**config.mk**
```make
export PLATFORM = sky130hd
export DESIGN_NAME = pulse_timer_bank
export DESIGN_NICKNAME = d
export VERILOG_FILES = /design/src/rtl/ptb_pkg.sv /design/src/rtl/ptb_channel.sv /design/src/rtl/ptb_regs.sv /design/src/rtl/pulse_timer_bank.sv
export SDC_FILE = /design/constraint.sdc
export NUM_CORES = 1
export LEC_CHECK = 0
export BUFFER_PORTS_ARGS = -buffer_cell sky130_fd_sc_hd__buf_4
export CORE_MARGIN = 2
export CORE_UTILIZATION = 41
export DETAILED_ROUTE_END_ITERATION = 16
export PLACE_DENSITY_LB_ADDON = 0.25
export SETUP_SLACK_MARGIN = 0.4
export SLEW_MARGIN = 20
export SYNTH_ARGS = -nofsm -noshare
export SYNTH_HDL_FRONTEND = slang
export SYNTH_SLANG_ARGS = --single-unit
```
**constraint.sdc**
```tcl
create_clock -name clk -period 4.15 [get_ports clk]
set_input_delay 0.415 -clock clk [delete_from_list [all_inputs] [get_ports clk]]
set_output_delay 0.415 -clock clk [all_outputs]
set_load 0.01 [all_outputs]
```
**src/rtl/ptb_pkg.sv**
```systemverilog
package ptb_pkg;

   localparam int NUM_CH   = 5;
   localparam int OFS_CTRL = 'h08;
   localparam int CH_STEP  = 12;

   // control word layout: irregular, last channel has no invert bit
   function automatic int start_pos(input int ch);
      return (ch == 0) ? 0 : 4 * ch + 4;
   endfunction

   function automatic int manual_pos(input int ch);
      return start_pos(ch) + 1;
   endfunction

   function automatic int reload_pos(input int ch);
      return (ch == NUM_CH - 1) ? start_pos(ch) + 2 : start_pos(ch) + 3;
   endfunction

   function automatic int cbuf_ofs(input int ch);
      return 'h0C + CH_STEP * ch;
   endfunction

   function automatic int cmp_ofs(input int ch);
      return 'h10 + CH_STEP * ch;
   endfunction

   function automatic int obs_ofs(input int ch);
      return (ch == NUM_CH - 1) ? 'h40 : 'h14 + CH_STEP * ch;
   endfunction

   function automatic bit has_cmp(input int ch);
      return ch != NUM_CH - 1;
   endfunction

endpackage

```
**src/rtl/ptb_channel.sv**
```systemverilog
module ptb_channel #(
   parameter int CNT_W = 32
) (
   input  logic             clk,
   input  logic             rst_n,
   input  logic             tick,
   input  logic             load,
   input  logic             start_rise,
   input  logic             start_fall,
   input  logic             reload_en,
   input  logic [CNT_W-1:0] load_val,
   output logic [CNT_W-1:0] cnt,
   output logic             running,
   output logic             stop_req,
   output logic             expire
);

   logic [CNT_W-1:0] cnt_q;
   logic             run_q;
   logic             exp_q;
   logic             wrap;

   // a load in the same cycle takes priority over the tick
   assign wrap     = run_q && tick && (cnt_q == '0) && !load;
   assign stop_req = wrap && !reload_en;

   always_ff @(posedge clk) begin
      if (!rst_n) begin
         cnt_q <= '0;
         run_q <= 1'b0;
         exp_q <= 1'b0;
      end else begin
         exp_q <= wrap;
         if (load) begin
            cnt_q <= load_val;
         end else if (wrap) begin
            if (reload_en) cnt_q <= load_val;
         end else if (run_q && tick) begin
            cnt_q <= cnt_q - 1'b1;
         end
         if (start_rise)                  run_q <= 1'b1;
         else if (start_fall || stop_req) run_q <= 1'b0;
      end
   end

   assign cnt     = cnt_q;
   assign running = run_q;
   assign expire  = exp_q;

endmodule

```
**src/rtl/ptb_regs.sv**
```systemverilog
module ptb_regs
   import ptb_pkg::*;
#(
   parameter int ADDR_W = 7,
   parameter int DATA_W = 32,
   parameter int CNT_W  = 32
) (
   input  logic                           clk,
   input  logic                           rst_n,
   input  logic                           wr,
   input  logic [ADDR_W-1:0]              addr,
   input  logic [DATA_W-1:0]              wdata,
   output logic [DATA_W-1:0]              rdata,
   input  logic [NUM_CH-1:0]              stop_req,
   input  logic [NUM_CH-1:0][CNT_W-1:0]   cnt_obs,
   output logic [NUM_CH-1:0]              load,
   output logic [NUM_CH-1:0]              start_rise,
   output logic [NUM_CH-1:0]              start_fall,
   output logic [NUM_CH-1:0]              reload_en,
   output logic [NUM_CH-1:0][CNT_W-1:0]   cbuf,
   output logic [DATA_W-1:0]              ctrl
);

   logic [DATA_W-1:0] ctrl_q;
   logic [DATA_W-1:0] ctrl_d;
   logic              ctrl_wr;
   logic              ctrl_hit;
   logic [DATA_W-1:0] rd_part [NUM_CH];

   assign ctrl_hit = (addr == ADDR_W'(OFS_CTRL));
   assign ctrl_wr  = wr && ctrl_hit;

   for (genvar ch = 0; ch < NUM_CH; ch++) begin : g_ch
      localparam int SP = start_pos(ch);
      localparam int MP = manual_pos(ch);
      localparam int RP = reload_pos(ch);
      logic [CNT_W-1:0] cbuf_q;
      logic             cb_hit;
      logic             ob_hit;

      assign cb_hit = (addr == ADDR_W'(cbuf_ofs(ch)));
      assign ob_hit = (addr == ADDR_W'(obs_ofs(ch)));

      assign load[ch]       = ctrl_wr &&  wdata[MP] && !ctrl_q[MP];
      assign start_rise[ch] = ctrl_wr &&  wdata[SP] && !ctrl_q[SP];
      assign start_fall[ch] = ctrl_wr && !wdata[SP] &&  ctrl_q[SP];
      assign reload_en[ch]  = ctrl_q[RP];

      always_ff @(posedge clk) begin
         if (!rst_n)            cbuf_q <= '0;
         else if (wr && cb_hit) cbuf_q <= wdata[CNT_W-1:0];
      end
      assign cbuf[ch] = cbuf_q;

      if (has_cmp(ch)) begin : g_cmp
         logic [CNT_W-1:0] cmp_q;
         logic             cm_hit;
         assign cm_hit = (addr == ADDR_W'(cmp_ofs(ch)));
         always_ff @(posedge clk) begin
            if (!rst_n)            cmp_q <= '0;
            else if (wr && cm_hit) cmp_q <= wdata[CNT_W-1:0];
         end
         assign rd_part[ch] = cb_hit ? DATA_W'(cbuf_q)
                            : cm_hit ? DATA_W'(cmp_q)
                            : ob_hit ? DATA_W'(cnt_obs[ch])
                            : '0;
      end else begin : g_nocmp
         assign rd_part[ch] = cb_hit ? DATA_W'(cbuf_q)
                            : ob_hit ? DATA_W'(cnt_obs[ch])
                            : '0;
      end
   end

   // hardware clear of a start bit wins over the written value
   always_comb begin
      ctrl_d = ctrl_wr ? wdata : ctrl_q;
      for (int ch = 0; ch < NUM_CH; ch++) begin
         if (stop_req[ch]) ctrl_d[start_pos(ch)] = 1'b0;
      end
   end

   always_ff @(posedge clk) begin
      if (!rst_n) ctrl_q <= '0;
      else        ctrl_q <= ctrl_d;
   end

   always_comb begin
      rdata = ctrl_hit ? ctrl_q : '0;
      for (int ch = 0; ch < NUM_CH; ch++) rdata = rdata | rd_part[ch];
   end

   assign ctrl = ctrl_q;

endmodule

```
**src/rtl/pulse_timer_bank.sv**
```systemverilog
module pulse_timer_bank
   import ptb_pkg::*;
#(
   parameter int ADDR_W = 7,
   parameter int DATA_W = 32,
   parameter int CNT_W  = 32
) (
   input  logic              clk,
   input  logic              rst_n,
   input  logic              bus_wr,
   input  logic [ADDR_W-1:0] bus_addr,
   input  logic [DATA_W-1:0] bus_wdata,
   output logic [DATA_W-1:0] bus_rdata,
   input  logic [4:0]        tick_en,
   output logic [4:0]        expire
);

   localparam int TOP_BIT = reload_pos(NUM_CH - 1);

   if (ADDR_W < 7) begin : g_bad_addr
      $error("ADDR_W must cover offsets up to 0x4C");
   end
   if (DATA_W <= TOP_BIT) begin : g_bad_data
      $error("DATA_W too narrow for the control word");
   end
   if (CNT_W < 1 || CNT_W > DATA_W) begin : g_bad_cnt
      $error("CNT_W must lie in 1..DATA_W");
   end
   if (NUM_CH != 5) begin : g_bad_ch
      $error("control layout is fixed to five channels");
   end

   logic [NUM_CH-1:0]            load_v, srise_v, sfall_v, rel_v, stop_v, run_vec;
   logic [NUM_CH-1:0][CNT_W-1:0] cbuf_v, cnt_vec;
   logic [DATA_W-1:0]            ctrl_word;

   ptb_regs #(.ADDR_W(ADDR_W), .DATA_W(DATA_W), .CNT_W(CNT_W)) u_regs (
      .clk        (clk),
      .rst_n      (rst_n),
      .wr         (bus_wr),
      .addr       (bus_addr),
      .wdata      (bus_wdata),
      .rdata      (bus_rdata),
      .stop_req   (stop_v),
      .cnt_obs    (cnt_vec),
      .load       (load_v),
      .start_rise (srise_v),
      .start_fall (sfall_v),
      .reload_en  (rel_v),
      .cbuf       (cbuf_v),
      .ctrl       (ctrl_word)
   );

   for (genvar ch = 0; ch < NUM_CH; ch++) begin : g_chan
      ptb_channel #(.CNT_W(CNT_W)) u_chan (
         .clk        (clk),
         .rst_n      (rst_n),
         .tick       (tick_en[ch]),
         .load       (load_v[ch]),
         .start_rise (srise_v[ch]),
         .start_fall (sfall_v[ch]),
         .reload_en  (rel_v[ch]),
         .load_val   (cbuf_v[ch]),
         .cnt        (cnt_vec[ch]),
         .running    (run_vec[ch]),
         .stop_req   (stop_v[ch]),
         .expire     (expire[ch])
      );
   end

endmodule

```
* Word level (Yosys, flattened, before mapping)
Cells that the tools add are included.
** Word-level totals
- Bits of input ports :: 47
- Flip-flop bits (word level) :: 490
- Memories :: 0
- ROM bits :: 0
- Output and inout bits :: 37
- Bits in latches :: 0
- Memory bits (writable) :: 0
** Cells by class
- $lt $le $gt $ge :: 0
- Div/mod/pow operators :: 0
- Shift operators :: 0
- Multipliers :: 0
- Eq/ne operators :: 20
- Bitwise gates (word level) :: 6
- Reductions and logical operators :: 115
- Add/sub/neg operators :: 5
- Muxes and demuxes :: 45
** Operators by type and width (number)
- $mux W32 :: 35
- $logic_not A32 Y1 :: 5
- $or A32 B32 Y32 :: 5
- $sub A32 B1 Y32 const B :: 5
- $logic_and A1 B1 Y1 :: 60
- $eq A7 B6 Y1 const B :: 8
- $eq A7 B5 Y1 const B :: 4
- $logic_not A1 Y1 :: 25
- $ne A3 B2 Y1 const B :: 5
- $reduce_bool A3 Y1 :: 5
- $eq A7 B4 Y1 const B :: 2
- $mux W1 :: 10
- $reduce_and A2 Y1 :: 5
- $reduce_bool A2 Y1 :: 5
- $reduce_or A2 Y1 :: 5
- $eq A7 B7 Y1 const B :: 1
- $logic_or A1 B1 Y1 :: 5
- $not A1 Y1 :: 1

* Depth between registers and ports, before layout
Gate-level depths: netlist of the first run.
- Word-level depth :: 10
- Mapped depth :: 11

* By module
Synthesis of the first run repeated with hierarchy kept, for this count alone.
** Unflattened totals
- Cell total of the unflattened synthesis :: 3762
- Area total of the unflattened synthesis :: 29284.3 um^2
** Modules (own cells, without submodules)
- ptb_regs :: cells an instance 2028, times used 1, area an instance 16160.5 um^2
- ptb_channel (g_chan[0].u_chan ...) :: cells an instance 312, times used 3, area an instance 2453.6 um^2
- ptb_channel (g_chan[3].u_chan ...) :: cells an instance 399, times used 2, area an instance 2881.5 um^2

* Least setup slack after synthesis of the first run
No wires, ideal clock.
- Kind :: input-to-output
- From :: input port bus_addr[1]
- To :: output port bus_rdata[29]
- Stages :: 7
- Data arrival time :: 2.362 ns
- Path slack :: 1.373 ns
- Required time :: 3.735 ns
- Cell sequence :: or4_1 clkbuf_1 nor4b_1 clkbuf_1 a22oi_1 and4_1 nand4_1
** Between the ends
- Cells in the longest elaborated chain, start to end :: 9
- Elaborated cells between the ends (all ways) :: 35
- Those cells by class :: eq/ne (15); mux (15); bitwise (5)
** RTL lines
- from (decl) :: line pulse_timer_bank.sv:11 : input logic [ADDR_W-1:0] bus_addr,
- $eq A7 B5 Y1 :: line ptb_regs.sv:42 : assign ob_hit = (addr == ADDR_W'(obs_ofs(ch)));
- $mux W32 :: line ptb_regs.sv:65 : : ob_hit ? DATA_W'(cnt_obs[ch])
- $mux W32 :: line ptb_regs.sv:64 : : cm_hit ? DATA_W'(cmp_q)
- $mux W32 :: line ptb_regs.sv:63 : assign rd_part[ch] = cb_hit ? DATA_W'(cbuf_q)
- $or A32 B32 Y32 (4 in series) :: line ptb_regs.sv:89 : for (int ch = 0; ch < NUM_CH; ch++) rdata = rdata | rd_part[ch];
- $or A32 B32 Y32 * :: line ptb_regs.sv:89
- to (decl) :: line pulse_timer_bank.sv:13 : output logic [DATA_W-1:0] bus_rdata,
Mark *: on every way between the ends. The rest lies on a longest branch, timed or not.

* Worst setup path after layout of the first run
- From :: input port bus_addr[1]
- To :: output port bus_rdata[12]
The elaborated chain is that of the path after synthesis.

==> out/metrics.csv, run 1 <==
metric;value;unit
largest net degree at the start of global routing;105;
setup tns final;0;ns
area leader, netlist;dfxtp_1;
CP Capture Type;primary output;
Final setup viols;0;
wire per inst;30.0;um
final worst setup slack;0.563;ns
CTS tree;done;
CTS buffer count;57;
WHS;0.111;ns
HP Start;bus_wdata[29];
hold-fix buffer count after cts;0;
R2R Path End;g_chan[1].u_chan.cnt[21];
Post-Place Cells;3933;
CTS clk-pin slew, worst paths;0.06;ns
max_cap viols;0;
Core Area;0.0589;mm2
Post-synth EDFFs;0;
utilization after layout;47.6;%
GR Overflow Total;0;
Pleak;9.95;nW
Area growth syn-to-layout;14.9;%
clk sinks;490;
power per standard cell area;401;mW/mm2
met3 Usage GRT;7.04;%
Initial Util;41.4;%
Fillers;5836;
Final Cycle Share;86.4;%
Slew Viols, Final;0;
clk_skew;0.0295;ns
top cell type's share of synthesized area;40.2;%
Mapped Area;0.0244;mm2
flop-to-flop setup slack;0.73;ns
met2 Use GR;56.9;%
Post-Syn Nets;3318;
PortBufs;83;
worst-path maximum fanout;25;
outcome;completed;
post-CTS setup buffer count;0;
Core Rows;89;
root buf cell;clkbuf_16;
Resized Gates After CTS;0;
final WL;121;mm
layout cells sized above 1;11.5;%
CTS max path bufs;3;
Mapped Avg Cell Area;7.47;um2
Final min period;3.59;ns
fin cells;4042;
asr flop ratio synth;0;%
DRT Pass-1 Iters;9;
Yosys reg bits;490;
Critical Path RT;3.73;ns
Fmax;279;MHz
drt via density;6.72;
hold worst-path end;u_regs.g_ch[3].cbuf_q[29];
vias;27200;
Commonest cells post-synth;nand2_1 (828), a21oi_1 (495), dfxtp_1 (490);
Seq/Total Area, Yosys;40.2;%
Power Total;11.2;mW
RSZ-0062 raised after global routing;false;
first-pass GRT wire length;174;mm
final RePlAce weighted congestion;1.04;
Hold Fails Final Rpt;0;
GRT Overall Usage;38.6;%
Layout Nets;3271;
Die ar.;0.0614;mm2
dpl cell area;0.0258;mm2
vias in the first global route;24400;
Slew HR;28.0;%
Synth area leaders;dfxtp_1 (40%), nand2_1 (13%), a21oi_1 (10%);
drc violations;0;
Distinct cells, synth;84;
HPWL after detailed placement;86.1;mm
crit start category;input pin;
crit path DAT;3.17;ns
pre-CTS setup slack;0.709;ns
Ports;84;
cell count after synthesis;3266;
worst reg2reg path depth;7;
Peak supply drop;0.000325;V
Main synth FF type;dfxtp_1;
H-tree levels;2;
Hold Crit Depth;3;
Worst Tran Pin Value;1.07;ns
Worst Hold Class;in2reg;
post-route ant nets;0;
design area;0.0280;mm2
met1 usage;51.5;%
Die Height;248;um
WS Path Type;in2out;
top-count cell post-synth;nand2_1;
clk_lat worst skew;0.64;ns
synth warn;0;
Die Span X;248;um
initial antenna violation count;3;
initial DRC count;4533;
global route hottest layer;met2;
worst r2r src;g_chan[1].u_chan.cnt[25];
[how the worst max path moves through the flow]
stage	slack (ns)	start	end
3_3_place_gp	0.73	bus_addr[1]	bus_rdata[12]
2_1_floorplan	1.37	bus_addr[1]	bus_rdata[29]
6_report	0.56	bus_addr[1]	bus_rdata[12]
3_5_place_dp	0.71	bus_addr[1]	bus_rdata[15]
4_1_cts	0.70	bus_addr[1]	bus_rdata[15]
5_1_grt	0.48	bus_addr[1]	bus_rdata[16]
[routing by layer]
metal / up-vias / routed length [um]
li1: 11800 / -
met1: 13000 / 46800
met2: 1924 / 51100
met3: 414 / 13800
met4: 4 / 9590
met5: - / 23
[sequential cells by signal, summed over array words and instances, names as in the netlist]
name and count:
u_regs.g_ch.cbuf_q 160, u_regs.g_ch.g_cmp.cmp_q 128, g_chan.u_chan.expire 5, g_chan.u_chan.running 5, u_regs.ctrl 32, g_chan.u_chan.cnt 160
[logic make-up (layout without fill, tap and decap cells)]
kind of cell	count (synthesis)	count (layout)	share of synthesized area, %
buf+inv	309	311	5.08
simple gates	1420	1420	27.0
compound gates	1026	1026	26.7
other cells	0	1	0
flops	490	490	40.2
fa+ha+maj	5	5	0.257
mux	16	16	0.677
[cells in the final DEF, fill, tap and decap left out, types with 31 or more instances in the layout]
cell type  synthesis  layout
nand3_1           44      44
o211ai_1          31      31
nor3_1           133     124
nor4_1            48      48
dfxtp_1          490     490
nand4_1           50      50
buf_4              9     171
o21ai_0           83      83
nor2_1           129     114
nand2_1          828     828
a22oi_1          128     128
o22ai_1           49      49
or3_1             33      33
a21oi_1          495     494
a222oi_1          57      57
clkbuf_16          0      57
[critical path, stage by stage]
cell      delay (ns)
buf_4           0.12
or4b_1          0.83
nor2_2          0.51
buf_4           0.45
a221oi_1        0.15
and3_1          0.21
nand4_1         0.26
buf_4           0.19
[layout make-up]
| cell class | count | area [um2] | share of cell area, % |
|---|---|---|---|
| clock buffers | 68 | 1530 | 5.45 |
| diodes | 1 | 2.50 | 0.00893 |
| repair buffers | 179 | 1440 | 5.15 |
| clock inverters | 40 | 718 | 2.56 |
| multi-input cells | 2467 | 13500 | 48.0 |
| well taps | 773 | 967 | 3.45 |
| inverters | 24 | 97.6 | 0.348 |
| flip-flops and latches | 490 | 9810 | 35.0 |
[where the power goes]
group	switching [mW]	internal, mW	leakage [nW]	total (mW)
clock network	2.24	3.82	1.10	6.06
logic	0.339	0.112	4.91	0.451
registers	0.0152	4.71	3.95	4.73
No activity file was read; power rests on OpenSTA's default activity.
==> inputs of run 2 (changes only) <==
==> constraint.sdc (replaced) <==
create_clock -name clk -period 3.83 [get_ports clk]
set_input_delay 0.383 -clock clk [delete_from_list [all_inputs] [get_ports clk]]
set_output_delay 0.383 -clock clk [all_outputs]
set_load 0.01 [all_outputs]
==> out/metrics.csv, run 2 (synthesis gave the netlist of run 1 again) <==
metric;value;unit
commonest non-fill, non-tap cell in the layout;nand2_1;
root buf cell;clkbuf_16;
drt via density;6.66;
layout cells sized above 1;11.6;%
Die ar.;0.0614;mm2
P_int;8.83;mW
final worst setup slack;0.527;ns
HP Start;bus_wdata[26];
first-pass GRT wire length;169;mm
outcome;completed;
hold worst-path end;u_regs.g_ch[2].g_cmp.cmp_q[26];
Critical Path RT;3.45;ns
NetSw;2.73;mW
Slew Viols, Final;0;
Resized Gates After CTS;0;
Slew HR;26.9;%
WS Path Type;in2out;
Worst Hold Class;in2reg;
Power Total;11.6;mW
crit path DAT;2.92;ns
RSZ-0062 raised after global routing;false;
CP Capture Type;primary output;
flop-to-flop setup slack;0.54;ns
CTS buffer count;55;
clk_lat worst skew;0.64;ns
R2R Path End;g_chan[2].u_chan.cnt[15];
worst-path maximum fanout;32;
Final setup viols;0;
Final Cycle Share;86.2;%
vias in the first global route;24200;
Ports;84;
clk_skew;0.0316;ns
Core Area;0.0589;mm2
clock network fraction of design power;51.6;%
Hold Fails Final Rpt;0;
Hold Crit Depth;3;
GRT Overall Usage;37.5;%
initial DRC count;4430;
Layout Nets;3277;
PortBufs;83;
Gate power share;4.1;%
Initial Util;41.4;%
Die Height;248;um
post-CTS setup buffer count;0;
crit start category;input pin;
max_cap viols;0;
DRT Pass-1 Iters;10;
Peak supply drop;0.000387;V
hold-fix buffer count after cts;0;
most frequent cells in the layout;nand2_1 (827), a21oi_1 (494), dfxtp_1 (490), buf_4 (171), a22oi_1 (128);
sequential power share;44.3;%
Pleak;9.91;nW
Fmax;303;MHz
CTS max path bufs;3;
largest net degree at the start of global routing;131;
vias;26900;
pre-CTS setup slack;0.571;ns
final RePlAce weighted congestion;1.02;
Sw Share;23.6;%
CTS clk-pin slew, worst paths;0.06;ns
setup tns final;0;ns
post-route ant nets;0;
final WL;118;mm
worst reg2reg path depth;6;
power per standard cell area;413;mW/mm2
Final min period;3.30;ns
wire per inst;29.2;um
clk sinks;490;
GR Overflow Total;0;
HPWL after detailed placement;83.3;mm
CTS tree;done;
drc violations;0;
initial antenna violation count;3;
H-tree levels;2;
Worst Tran Pin Value;1.09;ns
Die Span X;248;um
Area growth syn-to-layout;14.7;%
worst r2r src;g_chan[2].u_chan.cnt[24];
Core Rows;89;
==> run 2: power groups by stage <==
stage	Clock [mW]	Sequential (mW)	Combinational, mW
after detailed placement	0	5.24	0.460
after global routing	6.20	5.12	0.499
after global placement	0	5.24	0.457
after CTS	6.00	5.12	0.461
final	5.96	5.12	0.477
after floorplan	0	5.23	0.265
==> run 2: metal layers <==
layer,wire (um),GRT usage [%]
met1,46400,49.6
met2,50400,56.0
met3,13400,8.26
met4,7960,22.1
met5,37,0
==> run 2: layout make-up <==
type                    count  area [um2]
multi-input cells        2468       13500
flip-flops and latches    490        9810
diodes                      2        5.00
well taps                 773         967
inverters                  24        97.6
clock inverters            29         454
clock buffers              74        1560
fillers                  5759       30900
repair buffers            186        1580
==> run 2: worst max-delay path by stage <==
stage | start | to | slack (ns) | cells after the start
final | bus_addr[1] | bus_rdata[0] | 0.53 | 8
after global routing | g_chan[1].u_chan.cnt[0] | g_chan[1].u_chan.cnt[29] | 0.49 | 9
after CTS | g_chan[1].u_chan.cnt[0] | g_chan[1].u_chan.cnt[10] | 0.56 | 8
after detailed placement | bus_addr[1] | g_chan[1].u_chan.cnt[25] | 0.57 | 8
after global placement | bus_addr[3] | bus_rdata[20] | 0.61 | 9
after floorplan | bus_addr[1] | bus_rdata[29] | 1.12 | 7
==> run 2: worst max-delay path, cell delays in order <==
cell      delay (ns)
buf_4           0.12
or4_1           0.73
nor4b_2         0.45
buf_12          0.29
a22oi_1         0.10
nand4_1         0.39
nand4b_1        0.26
buf_4           0.16
==> run 2: metrics by stage <==
stage	hold slack [ns]	std cells	util [%]	area [um2]
after floorplan	0.431	3266	-	24400
after global placement	0.438	3940	44.0	25900
after detailed placement	0.444	3940	44.0	25900
after CTS	0.0520	4043	47.4	27900
after global routing	0.0798	4044	47.5	28000
final	0.0698	4046	47.5	28000
